## src/rtl/rxd_pkg.sv

```systemverilog
package rxd_pkg;

    // descriptor word offsets (bytes from descriptor base)
    localparam int unsigned OFS_NEXT   = 0;
    localparam int unsigned OFS_STATUS = 4;
    localparam int unsigned OFS_FRAG   = 8;
    localparam int unsigned FRAG_PAIR_SHIFT = 3;

    // status / length word fields
    localparam int unsigned LEN_W        = 13;
    localparam int unsigned STAT_DONE    = 15;
    localparam int unsigned STAT_ERR     = 14;
    localparam int unsigned FRAG_LASTBIT = 31;

    typedef enum logic [3:0] {
        ST_IDLE,
        ST_RD_STAT,
        ST_POLL,
        ST_RD_ADDR,
        ST_RD_LEN,
        ST_XFER,
        ST_WR_BYTE,
        ST_DRAIN,
        ST_WR_STAT,
        ST_RD_NEXT
    } eng_state_e;

endpackage

```

## src/rtl/rxd_gate.sv

```systemverilog
module rxd_gate (
    input  logic clk,
    input  logic rst_n,
    input  logic rx_en,
    input  logic rx_dis,
    input  logic frame_start,
    input  logic frame_done,
    output logic accept
);

    typedef struct packed {
        logic enabled;
        logic pend_off;
        logic active;
    } gate_t;

    gate_t g_d, g_q;

    always_comb begin
        g_d = g_q;
        if (frame_start) begin
            g_d.active = 1'b1;
        end
        if (frame_done) begin
            g_d.active = 1'b0;
            if (g_q.pend_off) begin
                g_d.enabled  = 1'b0;
                g_d.pend_off = 1'b0;
            end
        end
        if (rx_dis) begin
            if (g_q.active || frame_start) begin
                g_d.pend_off = 1'b1;
            end else begin
                g_d.enabled = 1'b0;
            end
        end
        if (rx_en) begin
            g_d.enabled  = 1'b1;
            g_d.pend_off = 1'b0;
        end
    end

    always_ff @(posedge clk) begin
        if (!rst_n) begin
            g_q <= '0;
        end else begin
            g_q <= g_d;
        end
    end

    assign accept = g_q.enabled && !g_q.pend_off;

endmodule

```

## src/rtl/rxd_poll_timer.sv

```systemverilog
module rxd_poll_timer #(
    parameter int unsigned PW = 16
) (
    input  logic          clk,
    input  logic          rst_n,
    input  logic          start,
    input  logic          cancel,
    input  logic [PW-1:0] period,
    output logic          expired
);

    typedef struct packed {
        logic          run;
        logic [PW-1:0] cnt;
    } tmr_t;

    tmr_t t_d, t_q;

    always_comb begin
        t_d = t_q;
        expired = t_q.run && (t_q.cnt <= PW'(1));
        if (t_q.run) begin
            if (expired) begin
                t_d.run = 1'b0;
            end else begin
                t_d.cnt = t_q.cnt - PW'(1);
            end
        end
        if (cancel) begin
            t_d.run = 1'b0;
        end
        if (start) begin
            t_d.run = 1'b1;
            t_d.cnt = period;
        end
    end

    always_ff @(posedge clk) begin
        if (!rst_n) begin
            t_q <= '0;
        end else begin
            t_q <= t_d;
        end
    end

endmodule

```

## src/rtl/rxd_engine.sv

```systemverilog
module rxd_engine
    import rxd_pkg::*;
#(
    parameter int unsigned AW        = 32,
    parameter int unsigned MAX_FRAGS = 4
) (
    input  logic          clk,
    input  logic          rst_n,
    input  logic          halt,
    input  logic          resume,
    input  logic          lp_wr,
    input  logic [AW-1:0] lp_wdata,
    input  logic          poll_zero,
    input  logic          poll_expired,
    output logic          poll_start,
    output logic          poll_cancel,
    input  logic          accept,
    output logic          frame_start,
    output logic          frame_done,
    input  logic          rx_valid,
    input  logic [7:0]    rx_data,
    input  logic          rx_last,
    input  logic          rx_err,
    output logic          rx_ready,
    output logic          mem_req,
    output logic          mem_we,
    output logic          mem_byte,
    output logic [AW-1:0] mem_addr,
    output logic [31:0]   mem_wdata,
    input  logic          mem_ack,
    input  logic [31:0]   mem_rdata,
    output logic [AW-1:0] list_ptr,
    output logic          irq
);

    localparam int unsigned FW = (MAX_FRAGS > 1) ? $clog2(MAX_FRAGS) : 1;
    localparam logic [FW-1:0] FRAG_MAX_IDX = FW'(MAX_FRAGS - 1);

    typedef struct packed {
        eng_state_e      st;
        logic [AW-1:0]   lp;
        logic            halted;
        logic [FW-1:0]   frag;
        logic [AW-1:0]   buf_addr;
        logic [LEN_W-1:0] flen;
        logic [LEN_W-1:0] foff;
        logic            flast;
        logic [LEN_W-1:0] frame_len;
        logic            err;
        logic [7:0]      byte_q;
        logic            end_seen;
        logic            irq;
    } eng_t;

    eng_t r_d, r_q;

    logic [AW-1:0]   pair_base;
    logic [31:0]     stat_word;
    logic [LEN_W-1:0] len_inc;

    assign pair_base = r_q.lp + AW'(OFS_FRAG) + AW'({r_q.frag, {FRAG_PAIR_SHIFT{1'b0}}});
    assign len_inc   = (r_q.frame_len == '1) ? r_q.frame_len : r_q.frame_len + LEN_W'(1);

    always_comb begin
        stat_word = '0;
        stat_word[STAT_DONE]   = 1'b1;
        stat_word[STAT_ERR]    = r_q.err;
        stat_word[LEN_W-1:0]   = r_q.frame_len;
    end

    always_comb begin
        r_d         = r_q;
        r_d.irq     = 1'b0;
        poll_start  = 1'b0;
        poll_cancel = 1'b0;
        frame_start = 1'b0;
        frame_done  = 1'b0;
        rx_ready    = 1'b0;
        mem_req     = 1'b0;
        mem_we      = 1'b0;
        mem_byte    = 1'b0;
        mem_addr    = '0;
        mem_wdata   = '0;

        if (halt) begin
            r_d.halted = 1'b1;
        end else if (resume) begin
            r_d.halted = 1'b0;
        end

        unique case (r_q.st)
            ST_IDLE: begin
                if ((r_q.lp != '0) && !r_q.halted && accept && rx_valid) begin
                    frame_start   = 1'b1;
                    r_d.frame_len = '0;
                    r_d.err       = 1'b0;
                    r_d.frag      = '0;
                    r_d.end_seen  = 1'b0;
                    r_d.st        = ST_RD_STAT;
                end
            end
            ST_RD_STAT: begin
                mem_req  = 1'b1;
                mem_addr = r_q.lp + AW'(OFS_STATUS);
                if (mem_ack) begin
                    if (mem_rdata[STAT_DONE]) begin
                        if (poll_zero) begin
                            r_d.halted = 1'b1;
                            frame_done = 1'b1;
                            r_d.st     = ST_IDLE;
                        end else begin
                            poll_start = 1'b1;
                            r_d.st     = ST_POLL;
                        end
                    end else begin
                        r_d.st = ST_RD_ADDR;
                    end
                end
            end
            ST_POLL: begin
                if (r_q.halted) begin
                    poll_cancel = 1'b1;
                    frame_done  = 1'b1;
                    r_d.st      = ST_IDLE;
                end else if (poll_expired) begin
                    r_d.st = ST_RD_STAT;
                end
            end
            ST_RD_ADDR: begin
                mem_req  = 1'b1;
                mem_addr = pair_base;
                if (mem_ack) begin
                    r_d.buf_addr = mem_rdata[AW-1:0];
                    r_d.st       = ST_RD_LEN;
                end
            end
            ST_RD_LEN: begin
                mem_req  = 1'b1;
                mem_addr = pair_base + AW'(4);
                if (mem_ack) begin
                    r_d.flen  = mem_rdata[LEN_W-1:0];
                    r_d.flast = mem_rdata[FRAG_LASTBIT] || (r_q.frag == FRAG_MAX_IDX);
                    r_d.foff  = '0;
                    r_d.st    = ST_XFER;
                end
            end
            ST_XFER: begin
                if (r_q.foff == r_q.flen) begin
                    if (r_q.flast) begin
                        r_d.err = 1'b1;
                        r_d.st  = ST_DRAIN;
                    end else begin
                        r_d.frag = r_q.frag + FW'(1);
                        r_d.st   = ST_RD_ADDR;
                    end
                end else begin
                    rx_ready = 1'b1;
                    if (rx_valid) begin
                        r_d.byte_q    = rx_data;
                        r_d.end_seen  = rx_last;
                        r_d.err       = r_q.err | (rx_last & rx_err);
                        r_d.frame_len = len_inc;
                        r_d.st        = ST_WR_BYTE;
                    end
                end
            end
            ST_WR_BYTE: begin
                mem_req   = 1'b1;
                mem_we    = 1'b1;
                mem_byte  = 1'b1;
                mem_addr  = r_q.buf_addr + AW'(r_q.foff);
                mem_wdata = {24'd0, r_q.byte_q};
                if (mem_ack) begin
                    r_d.foff = r_q.foff + LEN_W'(1);
                    r_d.st   = r_q.end_seen ? ST_WR_STAT : ST_XFER;
                end
            end
            ST_DRAIN: begin
                rx_ready = 1'b1;
                if (rx_valid) begin
                    r_d.frame_len = len_inc;
                    if (rx_last) begin
                        r_d.st = ST_WR_STAT;
                    end
                end
            end
            ST_WR_STAT: begin
                mem_req   = 1'b1;
                mem_we    = 1'b1;
                mem_addr  = r_q.lp + AW'(OFS_STATUS);
                mem_wdata = stat_word;
                if (mem_ack) begin
                    r_d.st = ST_RD_NEXT;
                end
            end
            ST_RD_NEXT: begin
                mem_req  = 1'b1;
                mem_addr = r_q.lp + AW'(OFS_NEXT);
                if (mem_ack) begin
                    r_d.lp     = mem_rdata[AW-1:0];
                    r_d.irq    = 1'b1;
                    frame_done = 1'b1;
                    r_d.st     = ST_IDLE;
                end
            end
            default: r_d.st = ST_IDLE;
        endcase

        if (lp_wr) begin
            r_d.lp = lp_wdata;
        end
    end

    always_ff @(posedge clk) begin
        if (!rst_n) begin
            r_q    <= '0;
            r_q.st <= ST_IDLE;
        end else begin
            r_q <= r_d;
        end
    end

    assign list_ptr = r_q.lp;
    assign irq      = r_q.irq;

endmodule

```

## src/rtl/rxd_dma.sv

```systemverilog
module rxd_dma #(
    parameter int unsigned AW        = 32,
    parameter int unsigned PW        = 16,
    parameter int unsigned MAX_FRAGS = 4
) (
    input  logic          clk,
    input  logic          rst_n,
    input  logic          rx_en,
    input  logic          rx_dis,
    input  logic          halt,
    input  logic          resume,
    input  logic          lp_wr,
    input  logic [AW-1:0] lp_wdata,
    input  logic [PW-1:0] poll_period,
    input  logic          rx_valid,
    input  logic [7:0]    rx_data,
    input  logic          rx_last,
    input  logic          rx_err,
    output logic          rx_ready,
    output logic          mem_req,
    output logic          mem_we,
    output logic          mem_byte,
    output logic [AW-1:0] mem_addr,
    output logic [31:0]   mem_wdata,
    input  logic          mem_ack,
    input  logic [31:0]   mem_rdata,
    output logic [AW-1:0] list_ptr,
    output logic          irq
);

    logic accept;
    logic frame_start;
    logic frame_done;
    logic poll_start;
    logic poll_cancel;
    logic poll_expired;
    logic poll_zero;

    assign poll_zero = (poll_period == '0);

    rxd_gate u_gate (
        .clk         (clk),
        .rst_n       (rst_n),
        .rx_en       (rx_en),
        .rx_dis      (rx_dis),
        .frame_start (frame_start),
        .frame_done  (frame_done),
        .accept      (accept)
    );

    rxd_poll_timer #(.PW(PW)) u_timer (
        .clk     (clk),
        .rst_n   (rst_n),
        .start   (poll_start),
        .cancel  (poll_cancel),
        .period  (poll_period),
        .expired (poll_expired)
    );

    rxd_engine #(.AW(AW), .MAX_FRAGS(MAX_FRAGS)) u_eng (
        .clk          (clk),
        .rst_n        (rst_n),
        .halt         (halt),
        .resume       (resume),
        .lp_wr        (lp_wr),
        .lp_wdata     (lp_wdata),
        .poll_zero    (poll_zero),
        .poll_expired (poll_expired),
        .poll_start   (poll_start),
        .poll_cancel  (poll_cancel),
        .accept       (accept),
        .frame_start  (frame_start),
        .frame_done   (frame_done),
        .rx_valid     (rx_valid),
        .rx_data      (rx_data),
        .rx_last      (rx_last),
        .rx_err       (rx_err),
        .rx_ready     (rx_ready),
        .mem_req      (mem_req),
        .mem_we       (mem_we),
        .mem_byte     (mem_byte),
        .mem_addr     (mem_addr),
        .mem_wdata    (mem_wdata),
        .mem_ack      (mem_ack),
        .mem_rdata    (mem_rdata),
        .list_ptr     (list_ptr),
        .irq          (irq)
    );

endmodule

```

## config.mk

```make
export PLATFORM = sky130hd
export DESIGN_NAME = rxd_dma
export DESIGN_NICKNAME = d
export VERILOG_FILES = /design/src/rtl/rxd_pkg.sv /design/src/rtl/rxd_gate.sv /design/src/rtl/rxd_poll_timer.sv /design/src/rtl/rxd_engine.sv /design/src/rtl/rxd_dma.sv
export SDC_FILE = /design/constraint.sdc
export NUM_CORES = 1
export LEC_CHECK = 0
export BUFFER_PORTS_ARGS = -buffer_cell sky130_fd_sc_hd__clkbuf_2
export CORE_MARGIN = 2
export CORE_UTILIZATION = 30
export CTS_CLUSTER_DIAMETER = 200
export DETAILED_ROUTE_END_ITERATION = 10
export SLEW_MARGIN = 20
export SYNTH_ARGS = -nofsm -noshare
export SYNTH_HDL_FRONTEND = slang
export SYNTH_SLANG_ARGS = --single-unit
```

## constraint.sdc

```tcl
create_clock -name clk -period 11.8 [get_ports clk]
set_clock_uncertainty 0.2 [all_clocks]
set_input_delay 0 -clock clk [delete_from_list [all_inputs] [get_ports clk]]
set_output_delay 0 -clock clk [all_outputs]
set_load 0.005 [all_outputs]
```

# ---- Yosys cells after proc, flatten, opt, wreduce, memory -nomap -nowiden
# Cells that the tools add are included.
dict set report totals {
  latch_bits 0
  n_memories 0
  mem_bits_ro 0
  mem_bits_rw 0
  input_bits 99
  out_inout_bits 101
  word_cells 173
  reg_bits 142
}
dict set report classes {
  n_mul 0
  mux 77
  n_eq_ne 29
  shifts 0
  div_mod_pow 0
  n_reduce_logical 35
  n_bitwise 4
  n_lt_le_gt_ge 1
  add_sub_neg 9
}
# cell n
set op_table {}
lappend op_table {{32-bit one-hot mux with 5 select lines} 1}
lappend op_table {{32-bit by 3-bit adder with 32-bit output (second input constant)} 2}
lappend op_table {{32-bit two-way mux} 2}
lappend op_table {{4-bit two-way mux} 14}
lappend op_table {{13-bit two-way mux} 4}
lappend op_table {{4-bit one-hot mux with 10 select lines} 1}
lappend op_table {{13-bit one-hot mux with 3 select lines} 1}
lappend op_table {{36-bit two-way mux} 1}
lappend op_table {{17-bit two-way mux} 2}
lappend op_table {{32-bit by 13-bit adder with 32-bit output} 1}
lappend op_table {{32-bit by 4-bit adder with 32-bit output (second input constant)} 1}
lappend op_table {{32-bit by 5-bit adder with 32-bit output} 1}
lappend op_table {{16-bit one-hot mux with 2 select lines} 1}
lappend op_table {{32-bit nonzero test} 1}
lappend op_table {{1-bit two-way mux} 31}
lappend op_table {{14-bit two-way mux} 2}
lappend op_table {{13-bit by 1-bit adder with 13-bit output (second input constant)} 2}
lappend op_table {{13-bit one-hot mux with 2 select lines} 1}
lappend op_table {{2-bit inequality test (second input constant)} 12}
lappend op_table {{23-bit two-way mux} 1}
lappend op_table {{4-bit by 3-bit equality test with 1-bit output (second input constant)} 4}
lappend op_table {{16-bit by 1-bit less-or-equal comparator with 1-bit output (second input constant)} 1}
lappend op_table {{16-bit logical NOT} 1}
lappend op_table {{16-bit two-way mux} 1}
lappend op_table {{other kinds (31)} 66}

# ---- Logic depth before layout (Yosys ltp)
# Gate-level depths: netlist of the first run.
dict set report logic_depth {
  depth_word 11
  depth_mapped 16
}

# ---- Modules after synthesis
# Synthesis of the first run repeated with hierarchy kept, for this count alone.
dict set report unflattened {
  hier_cells 1443
  hier_area_um2 11045.6
}
# module cells_each seq_area_each_um2 area_each_um2 instances
set modules_own_cells {}
lappend modules_own_cells {rxd_engine 1300 2442.3 9811.9 1}
lappend modules_own_cells {rxd_poll_timer 125 340.3 1072.3 1}
lappend modules_own_cells {rxd_gate 13 60.1 127.6 1}
lappend modules_own_cells {rxd_dma 5 0.0 33.8 1}

# ---- Worst setup path after synthesis of the first run
# No wires, ideal clock.
dict set report synth_timing {
  kind {flip-flop to output port}
  from {register u_eng.r_q (netlist bit u_eng.list_ptr[4])}
  to {output mem_addr[31]}
  path_slack_ns 7.901
  arrival_time_ns 3.699
  stages_incl_launch_ff 15
  n_path_buf 2
  cell_sequence {dfxtp_1 ha_1 ha_1 fa_1 and4_1 buf_2 and4_1 buf_2 o2111ai_1 and3_1 a21oi_1 or4_4 or4_1 a21boi_1 nand3b_1}
}
dict set report synth_between {
  elab_chain_cells 4
}
# element line
set synth_rtl {}
lappend synth_rtl {{start, declared} rxd_engine.sv:55} ;# eng_t r_d, r_q;
lappend synth_rtl {{start signal, assigned} rxd_engine.sv:219} ;# r_q <= r_d;
lappend synth_rtl {{32-bit by 4-bit adder with 32-bit output} rxd_engine.sv:61} ;# assign pair_base = r_q.lp + AW'(OFS_FRAG) + AW'({r_q.frag, {FRAG_PAIR_SHIFT{1'b0}}});
lappend synth_rtl {{32-bit by 5-bit adder with 32-bit output} rxd_engine.sv:61}
lappend synth_rtl {{32-bit by 3-bit adder with 32-bit output} rxd_engine.sv:139} ;# mem_addr = pair_base + AW'(4);
lappend synth_rtl {{32-bit one-hot mux with 5 select lines (*)} rxd_engine.sv:91} ;# unique case (r_q.st)
lappend synth_rtl {{end, declared} rxd_dma.sv:23} ;# output logic [AW-1:0] mem_addr,
# Every way passes the cells marked *; elsewhere a longest branch is shown, timed or not.

# ---- Worst setup path after layout of the first run
dict set report layout_timing {
  from {register u_eng.r_q[120] (netlist bit)}
  to {output mem_addr[22]}
}
dict set report layout_between {
  elab_chain_cells 3
}
# element line
set layout_rtl {}
lappend layout_rtl {{4-bit by 1-bit equality test with 1-bit output or 4-bit equality test (tied branches)} rxd_engine.sv:91}
lappend layout_rtl {{2-bit OR reduction (no line)} --}
lappend layout_rtl {{32-bit one-hot mux with 5 select lines (*)} rxd_engine.sv:91}
# Marks and branches as above.

==> summary.txt, run 1 <==
Setup path
  – CP Capture Type: primary output
  – Crit path largest cell delay: 0.79 ns
  – Worst Setup Path Type: reg2out
  – CP startpoint kind: flop
  – Family with the most delay on the worst path: simple AND/OR/NAND/NOR gates
  – Buf/Inv on CP: 1
  – CP cell instances: nor2_1 -> nand2_1 -> a21oi_4 -> ha_1 -> o2111ai_1 -> or4_1 -> nand2b_1 -> nand2b_1 -> xnor2_1 -> a221o_1 -> clkbuf_2
  – Required @ worst endpoint: ~12 ns
  – Most frequent CP cell: nand2b_1
  – Worst Setup SP: u_eng.r_q[120]
  – Critical Path AT: between 5 and 6 ns
  – Slowest cell on crit path: nor2_1
  – Worst R2R Start: u_eng.r_q[120]
  – Critical path peak fanout: 22

GRT
  – First-pass GRT wire length: around 62,000 um
  – Vias in the first global route: between 10,000 and 15,000
  – Initial antenna violation count: 1
  – Total GRT Usage: 0.209
  – Largest net degree at the start of global routing: between 60 and 70
  – Total gr overflow: 0

Yosys
  – Mapped cell area: 11,000 sq um
  – Syn_area_per_cell: around 7.3 sq um
  – Main synth FF type: dfxtp_1
  – Top cells by area, synth: dfxtp_1 26%, nand2_1 7.6%, xnor2_1 5.2%
  – Yosys reg bits: between 100 and 150
  – Yosys top cell by area: dfxtp_1
  – Post-Synthesis Cells: 1,504
  – Synth cell types: 85
  – Async set-reset flop share out of synthesis: 0
  – EDFF count, synth: 0
  – Yosys Warn Count: 0
  – Top-area cell type share of the netlist area: 0.258
  – Register area share after synthesis: 0.258

Cells and area
  – Syn-to-layout area delta: 23.2%
  – Diodes inserted: 0
  – Layout cell share with drive strength beyond 1: 0.149
  – Most frequent cells in the layout: 221 x nand2_1, 182 x clkbuf_2, 142 x dfxtp_1
  – # nets final: 1,815
  – Most common cell after layout, fill and taps aside: nand2_1

Pwr
  – Internal power: 961 uW
  – Switching Fraction: 0.343
  – Clock share of power: 0.387
  – Pleak: around 5.5 nW
  – Seq pwr share: 0.379
  – Overall Power: between 1 and 1.5 mW
  – Pwr per Cell Area: approximately 110 nW/um^2
  – Max IR drop VDD: around 110 uV
  – Combinational power share: 0.233
  – Switch Pwr: between 500 and 600 uW

Status
  – Outcome: complete, no violations

STA
  – Slew Limit Fails: 0
  – Final Hold Vio Count: 0
  – Period utilization: 0.464
  – Relative slew margins: 0.341
  – Final setup viols: 0
  – Worst Tran Pin Value: 0.981 ns
  – Min cycle time layout: ~5.5 ns
  – Setup TNS: 0 ns
  – RSZ-0062 raised after global routing: false
  – Max Freq: around 180 MHz

Die
  – Floorplan row count: 70
  – I/O Pins: 200
  – Die area: approximately 38,000 sq um
  – DIE HEIGHT: about 200 um
  – Core area: around 36,000 sq um
  – Die Wd: between 150 and 200 um
  – Initial Util: 0.303

Clocking
  – H-tree level count: 4
  – Postcts setup bufs: 0
  – Num CTS Buffers: 17
  – CTS sink cnt: ~140
  – Clock Tree Root: clkbuf_16
  – Clock buffer depth: 2
  – Clock latency on the worst-skew pair: roughly 0.45 ns
  – Post_cts resized: 0
  – Hold_buf cts: ~110
  – Worst-path clk slew: around 0.070 ns
  – CTS tree: built

Flow run
  – Max-cap violations: 0

Place
  – GPL Wtd Cong: just over 0.9
  – I/O Buffers: about 180
  – DP HPWL: just under 30,000 um

Route
  – Post-DRT Antenna Nets: 0
  – Drt via density: 5.30
  – Routed wire length: roughly 41,000 um
  – DR DRC count: 0
  – Drt wl/cell: 18.7 um
  – Starting DRT DRC Count: a little over 900
  – Routed via count: ~12,000
  – DRT Pass-1 Iters: 6

Worst hold path
  – Hold Path Origin: lp_wr
  – Min-delay worst type: in2reg
layout make-up:
class,instances,area [sq um]
Timing Repair Buffer,302,2080
Clock inverter,15,176
Multi-Input combinational cell,1201,7360
Clock buffer,17,425
Fill cell,3790,22800
Inverter,27,101
Sequential cell,142,2840
Tap cell,468,586
power groups by stage:
| stage | registers, mW | clock network [mW] | logic (mW) |
|---|---|---|---|
| 2_1_floorplan | 0.529 | 0 | 0.244 |
| 3_3_place_gp | 0.564 | 0 | 0.311 |
| 3_5_place_dp | 0.564 | 0 | 0.311 |
| 4_1_cts | 0.554 | 0.583 | 0.341 |
| 5_1_grt | 0.559 | 0.598 | 0.377 |
| 6_report | 0.555 | 0.566 | 0.341 |
Yosys cell counts, types with 11 or more instances:
cell	n
nor2b_1	20
and2_1	43
ha_1	23
inv_1	27
and3_1	24
buf_2	15
nand2_1	222
nor2_1	124
nor4_1	24
xnor2_1	66
mux2i_1	50
o21ai_0	92
nor3_1	33
a31oi_1	11
a211oi_1	11
nand3_1	49
xor2_1	45
clkbuf_1	74
a21oi_1	112
nand4_1	27
buf_4	52
dfxtp_1	142
final timing paths:
check | end | slack [ns] | depth (start not counted)
worst max-delay path | mem_addr[22] | 6.33 | 11
worst min-delay path | u_eng.list_ptr[28] | 0.08 | 4
worst min register to register | u_eng.r_q[55] | 0.26 | 2
worst max register to register | u_eng.list_ptr[1] | 7.35 | 8
per-layer routing:
metal / wire length (um) / track usage
met1: 18000 / 0.265
met2: 19100 / 0.350
met3: 2440 / 0.0434
met4: 1130 / 0.0766
met5: 0 / 0
state kept, by name, summed over array words and instances (netlist names):
name and count:
u_eng.irq 1, u_timer.t_q 17, u_eng.list_ptr 32, u_eng.r_q 89, u_gate.g_q 3
stage by stage:
step,utilization,hold WS [ns],std cells,worst slack (ns),area [sq um]
3_5_place_dp,0.327,-0.00910,2033,6.87,11900
3_3_place_gp,0.327,-0.0140,2033,7.07,11900
5_1_grt,0.373,0.156,2172,5.97,13600
4_1_cts,0.373,0.0903,2172,6.37,13600
2_1_floorplan,-,-0.124,1520,7.90,11100
6_report,0.373,0.0760,2172,6.33,13600
worst min-delay path, cell delays in order:
cell,delay (ns)
clkbuf_2,0.08
buf_4,0.28
o21ai_0,0.21
and2_1,0.11
cells by family after synthesis:
group | Yosys count | share of synthesized area
AO/OA/AOI/OAI | 363 | 0.210
XOR/XNOR | 113 | 0.0922
adder cells (fa/ha/maj) | 25 | 0.0298
buffers and inverters | 177 | 0.0797
flip-flops | 142 | 0.258
multiplexers | 51 | 0.0465
other | 1 | 0.000340
AND/OR/NAND/NOR | 632 | 0.283
Power figures use the tool's default switching activity.
==> run 2, diff against run 1 <==
ABC_AREA = 1   (was default)
clock period = 4.38 ns   (was 11.8 ns; I/O delays follow)
==> summary.txt, run 2 <==
Status
  – Outcome: complete, no violations

Clocking
  – Num CTS Buffers: 17
  – Hold_buf cts: ~150
  – Clock latency on the worst-skew pair: about 0.45 ns
  – Worst-path clk slew: around 0.070 ns
  – CTS sink cnt: around 140
  – Postcts setup bufs: 0
  – Clock buffer depth: 2
  – CTS tree: built
  – Clock Tree Root: clkbuf_16
  – H-tree level count: 4
  – Post_cts resized: 0

Yosys
  – Register area share after synthesis: 0.248
  – Syn_area_per_cell: between 6 and 7 sq um
  – Async set-reset flop share out of synthesis: 0
  – EDFF count, synth: 0
  – Mapped cell area: between 10,000 and 15,000 sq um
  – Synth cell types: 61
  – Top-area cell type share of the netlist area: 0.248
  – Post-Synthesis Cells: between 1,500 and 2,000
  – Top cells by area, synth: dfxtp_1 25%, nand2_1 17%, nand3_1 8.5%
  – Most common cell in the netlist: nand2_1
  – Yosys reg bits: 142
  – Yosys Warn Count: 0
  – Main synth FF type: dfxtp_1
  – Synth cell count leaders: 510 x nand2_1, 196 x nand3_1, 191 x inv_1, 159 x nor2_1
  – Yosys top cell by area: dfxtp_1

Cells and area
  – Layout cell share with drive strength beyond 1: 0.141
  – Final Util: 0.385
  – # nets final: ~2,300
  – Syn-to-layout area delta: 26.2%
  – Final instance area: between 10,000 and 15,000 sq um
  – Max FFs per register: a little under 90
  – Largest Register: u_eng.r_q
  – Most frequent cells in the layout: 510 x nand2_1, 196 x nand3_1, 190 x inv_1
  – Most common cell after layout, fill and taps aside: nand2_1

Setup path
  – Worst Setup Path Type: reg2out
  – CP startpoint kind: flop
  – Required @ worst endpoint: 4.18 ns
  – Critical path peak fanout: 4
  – Critical Path AT: between 3 and 4 ns
  – CP Capture Type: primary output

STA
  – Worst Tran Pin Value: approximately 1.1 ns
  – Max Freq: 258 MHz
  – Final Hold Vio Count: 0
  – Relative slew margins: 0.238
  – Slew Limit Fails: 0
  – RSZ-0062 raised after global routing: false
  – Setup TNS: 0 ns
  – Min cycle time layout: roughly 3.9 ns
  – Period utilization: 0.887
  – Final setup viols: 0

Die
  – Floorplan row count: 71
  – I/O Pins: 200
  – Die area: around 40,000 sq um
  – Initial Util: 0.305
  – DIE HEIGHT: 200 um
  – Die Wd: approximately 200 um
  – Core area: 37,700 sq um

GRT
  – Vias in the first global route: ~13,000
  – Initial antenna violation count: 2
  – First-pass GRT wire length: ~70,000 um
  – Total gr overflow: 0
  – Total GRT Usage: 0.228
  – Largest net degree at the start of global routing: 74

Route
  – Post-DRT Antenna Nets: 0
  – DR DRC count: 0
  – DRT Pass-1 Iters: 6
  – Routed wire length: 45,800 um
  – Drt wl/cell: approximately 17 um
  – Routed via count: 13,762
  – Starting DRT DRC Count: about 1,200
  – Drt via density: 5.16

Pwr
  – Pleak: approximately 6.2 nW
  – Pwr per Cell Area: between 300 and 400 nW/um^2
  – Overall Power: ~5.5 mW
  – Max IR drop VDD: around 300 uV

Worst hold path
  – Min-delay worst type: in2reg

Flow run
  – Max-cap violations: 0

Place
  – Post-DP Area: 12,400 sq um
  – DP HPWL: ~34,000 um
  – GPL Wtd Cong: 0.915
  – I/O Buffers: 182
[run 2: cell types whose count changed in the layout (fill, tap and decap cells not counted), sizes merged, moves of 50 or more]
cell,delta
nand3,+156
xnor2,-62
inv,+175
mux2i,-50
o21ai,+57
nand2,+305
nor2,+66
[run 2: final timing paths]
kind	start	slack [ns]	cells after the start	endpoint
worst max-delay path	u_eng.r_q[84]	0.50	19	mem_addr[25]
worst min-delay path	rst_n	0.04	4	u_timer.t_q[7]
worst max register to register	u_eng.r_q[118]	0.61	10	u_eng.list_ptr[1]
worst min register to register	u_eng.r_q[55]	0.27	2	u_eng.r_q[55]
[run 2: power breakdown]
part	leakage (nW)	internal [mW]	total, mW	switching, mW
Sequential	1.15	1.40	1.54	0.148
Clock	0.270	0.799	1.49	0.686
Combinational	4.74	0.798	2.52	1.72
Total	6.16	2.99	5.55	2.55
[run 2: critical path, cell delays in order, from the launching register on]
cell and delay (ns):
dfxtp_1 0.45, ha_1 0.28, ha_1 0.24, fa_1 0.43, nand2_2 0.14, nor2_1 0.10
nand2_1 0.17, nand2_1 0.11, nand3_2 0.09, nand2_2 0.07, nor2_2 0.17, inv_2 0.06
nor2_2 0.17, nand3_2 0.16, nor2_4 0.16, nand3_1 0.09, nand2_1 0.08, nand2_1 0.05
nand2_1 0.11, clkbuf_2 0.11
[run 2: metal layers]
layer	global-route usage	routed length [um]	up-vias
li1	-	-	6761
met1	0.302	19700	6336
met2	0.367	20900	593
met3	0.0461	3970	72
met4	0.0763	1210	0
met5	0	0	-
[run 2: cells by family (layout without fill, tap and decap cells)]
family                     after synthesis  count (layout)  synth area share
buffers and inverters                  330             576             0.132
adders and majority gates               25              25            0.0286
DFF                                    142             142             0.248
other                                    1              18          0.000327
and+or+nand+nor                       1003            1003             0.390
xor gates and xnor gates                22              22            0.0168
AOI/OAI and AO/OA                      372             372             0.184
[run 2: through the flow]
stage / hold WS (ns) / std cells / worst slack [ns]
2_1_floorplan: -0.0630 / 1911 / 1.59
3_3_place_gp: 0.0507 / 2490 / 1.08
3_5_place_dp: 0.0480 / 2490 / 1.02
4_1_cts: 0.0451 / 2668 / 0.521
5_1_grt: 0.0701 / 2668 / 0.233
6_report: 0.0405 / 2669 / 0.497
[run 2: final cells by class]
cell class | count | area [sq um]
Fill cell | 4130 | 23200
Clock inverter | 14 | 151
Tap cell | 511 | 639
Timing Repair Buffer | 341 | 2470
Antenna cell | 1 | 2.50
Sequential cell | 142 | 2840
Clock buffer | 17 | 425
Multi-Input combinational cell | 1439 | 7180
Inverter | 204 | 772
==> run 3, diff against run 2 <==
PLACE_DENSITY = 0.48   (was default)
==> summary.txt, run 3 (synthesis gave the netlist of run 2 again) <==
Route
  – Post-DRT Antenna Nets: 0
  – DR DRC count: 0
  – Drt wl/cell: ~18 um
  – Starting DRT DRC Count: roughly 870
  – Drt via density: just over 5
  – DRT Pass-1 Iters: 5
  – Routed via count: around 13,000
  – Routed wire length: around 46,000 um

Setup path
  – R2R cell count: 10
  – R2R Path End: u_eng.list_ptr[1]
  – End of the critical path: mem_addr[25]
  – Critical path peak fanout: 7
  – CP Capture Type: primary output
  – CP startpoint kind: flop
  – Worst Setup SP: u_eng.list_ptr[3]
  – Required @ worst endpoint: approximately 4.2 ns
  – Worst Setup Path Type: reg2out
  – Critical Path AT: around 3.7 ns
  – Worst R2R Start: u_eng.r_q[118]
  – Flop-to-flop setup slack: approximately 0.66 ns

Cells and area
  – Max FFs per register: 89
  – Most frequent cells in the layout: 510 x nand2_1, 196 x nand3_1, 190 x inv_1
  – Syn-to-layout area delta: 24.9%
  – # nets final: around 2,200
  – Most common cell after layout, fill and taps aside: nand2_1
  – Final Util: 0.380
  – Layout cell share with drive strength beyond 1: 0.143
  – Final std cells w/o fill: 2,649
  – Largest Register: u_eng.r_q
  – Final instance area: about 14,000 sq um
  – # fillers: about 4,200
  – Diodes inserted: 0

STA
  – Worst hold margin: approximately 0.12 ns
  – Max Freq: between 200 and 300 MHz
  – RSZ-0062 raised after global routing: false
  – Worst Tran Pin Value: 0.954 ns
  – Final setup viols: 0
  – Setup slack after layout: 0.514 ns
  – Setup TNS: 0 ns
  – Period utilization: 0.883
  – Final Hold Vio Count: 0
  – Min cycle time layout: 3.87 ns
  – Slew Limit Fails: 0
  – Relative slew margins: 0.362

Place
  – GPL Wtd Cong: 0.920
  – I/O Buffers: approximately 180
  – Post-DP Area: roughly 12,000 sq um
  – DP HPWL: 34,800 um
  – Dpl ws: roughly 0.96 ns
  – Placed cell count: ~2,500

Status
  – Outcome: complete, no violations

Clocking
  – Worst-path clk slew: about 0.060 ns
  – CTS sink cnt: about 140
  – CTS tree: built
  – Clock buffer depth: 2
  – Postcts setup bufs: 0
  – H-tree level count: 4
  – Clock latency on the worst-skew pair: ~0.44 ns
  – Post_cts resized: 0
  – Num CTS Buffers: 17
  – Clock Tree Root: clkbuf_16

Flow run
  – Max-cap violations: 0

Die
  – Floorplan row count: 71
  – Die Wd: between 150 and 200 um
  – Die area: 39,800 sq um
  – Core area: between 30,000 and 40,000 sq um
  – I/O Pins: 200
  – DIE HEIGHT: around 200 um
  – Initial Util: 0.305

GRT
  – Total GRT Usage: 0.231
  – Largest net degree at the start of global routing: a little under 60
  – Initial antenna violation count: 2
  – First-pass GRT wire length: 70,500 um
  – Total gr overflow: 0
  – Vias in the first global route: approximately 13,000

Pwr
  – Pwr per Cell Area: 392 nW/um^2
  – Pleak: roughly 6 nW
  – Overall Power: about 5.6 mW
  – Max IR drop VDD: about 290 uV

Worst hold path
  – Hold Path Origin: mem_ack
  – Min-delay worst type: in2reg
[run 3: how the worst min path moves through the flow]
| stage | endpoint | slack (ns) | cells after the start |
|---|---|---|---|
| floorplan | u_gate.g_q[1] | -0.06 | 2 |
| global placement | u_gate.g_q[1] | 0.05 | 4 |
| detailed placement | u_gate.g_q[1] | 0.06 | 4 |
| CTS | u_eng.r_q[49] | 0.08 | 3 |
| global route | u_eng.r_q[49] | 0.14 | 3 |
| finish | u_eng.r_q[52] | 0.12 | 3 |
[run 3: layer usage]
| metal | wire length, um | track usage | up-vias | part of all wire |
|---|---|---|---|---|
| li1 | - | - | 6710 | - |
| met1 | 20800 | 0.301 | 6238 | 0.45 |
| met2 | 22300 | 0.398 | 420 | 0.48 |
| met3 | 2340 | 0.0278 | 56 | 0.050 |
| met4 | 952 | 0.0675 | 4 | 0.020 |
| met5 | 21 | 0 | - | 0.00045 |
[run 3: layout make-up]
class / count / area (sq um) / area share
multi-input combinational: 1439 / 7180 / 0.501
sequential: 142 / 2840 / 0.198
timing repair buffer: 321 / 2280 / 0.159
inverter: 204 / 771 / 0.0538
tap: 511 / 639 / 0.0446
clock buffer: 21 / 460 / 0.0321
clock inverter: 11 / 155 / 0.0108
[run 3: where the power goes]
part | total (mW) | switching (mW) | leakage, nW | internal (mW)
combinational | 2.51 | 1.72 | 4.70 | 0.791
clock | 1.55 | 0.619 | 0.287 | 0.933
sequential | 1.55 | 0.154 | 1.15 | 1.40
[run 3: critical path, stage by stage, from the launching register on]
cell	delay (ns)
dfxtp_1	0.45
inv_1	0.13
ha_1	0.21
inv_1	0.05
ha_1	0.19
fa_1	0.25
nand2_2	0.11
nor2_4	0.21
nand2_1	0.18
inv_2	0.13
nand3_1	0.07
nand2_1	0.08
nand2_1	0.06
nand2_2	0.10
nand2_1	0.10
nor2_4	0.18
nand3_2	0.15
nor2_4	0.16
nand3_1	0.10
nand2_1	0.08
nand2_1	0.05
nand2_1	0.09
clkbuf_2	0.11
[run 3: repair_timing]
| action | in CTS | in global routing |
|---|---|---|
| endpoints found under the setup margin | 0 | 0 |
| hold buffers | 125 | 0 |
| endpoints found under the hold margin | 111 | 0 |
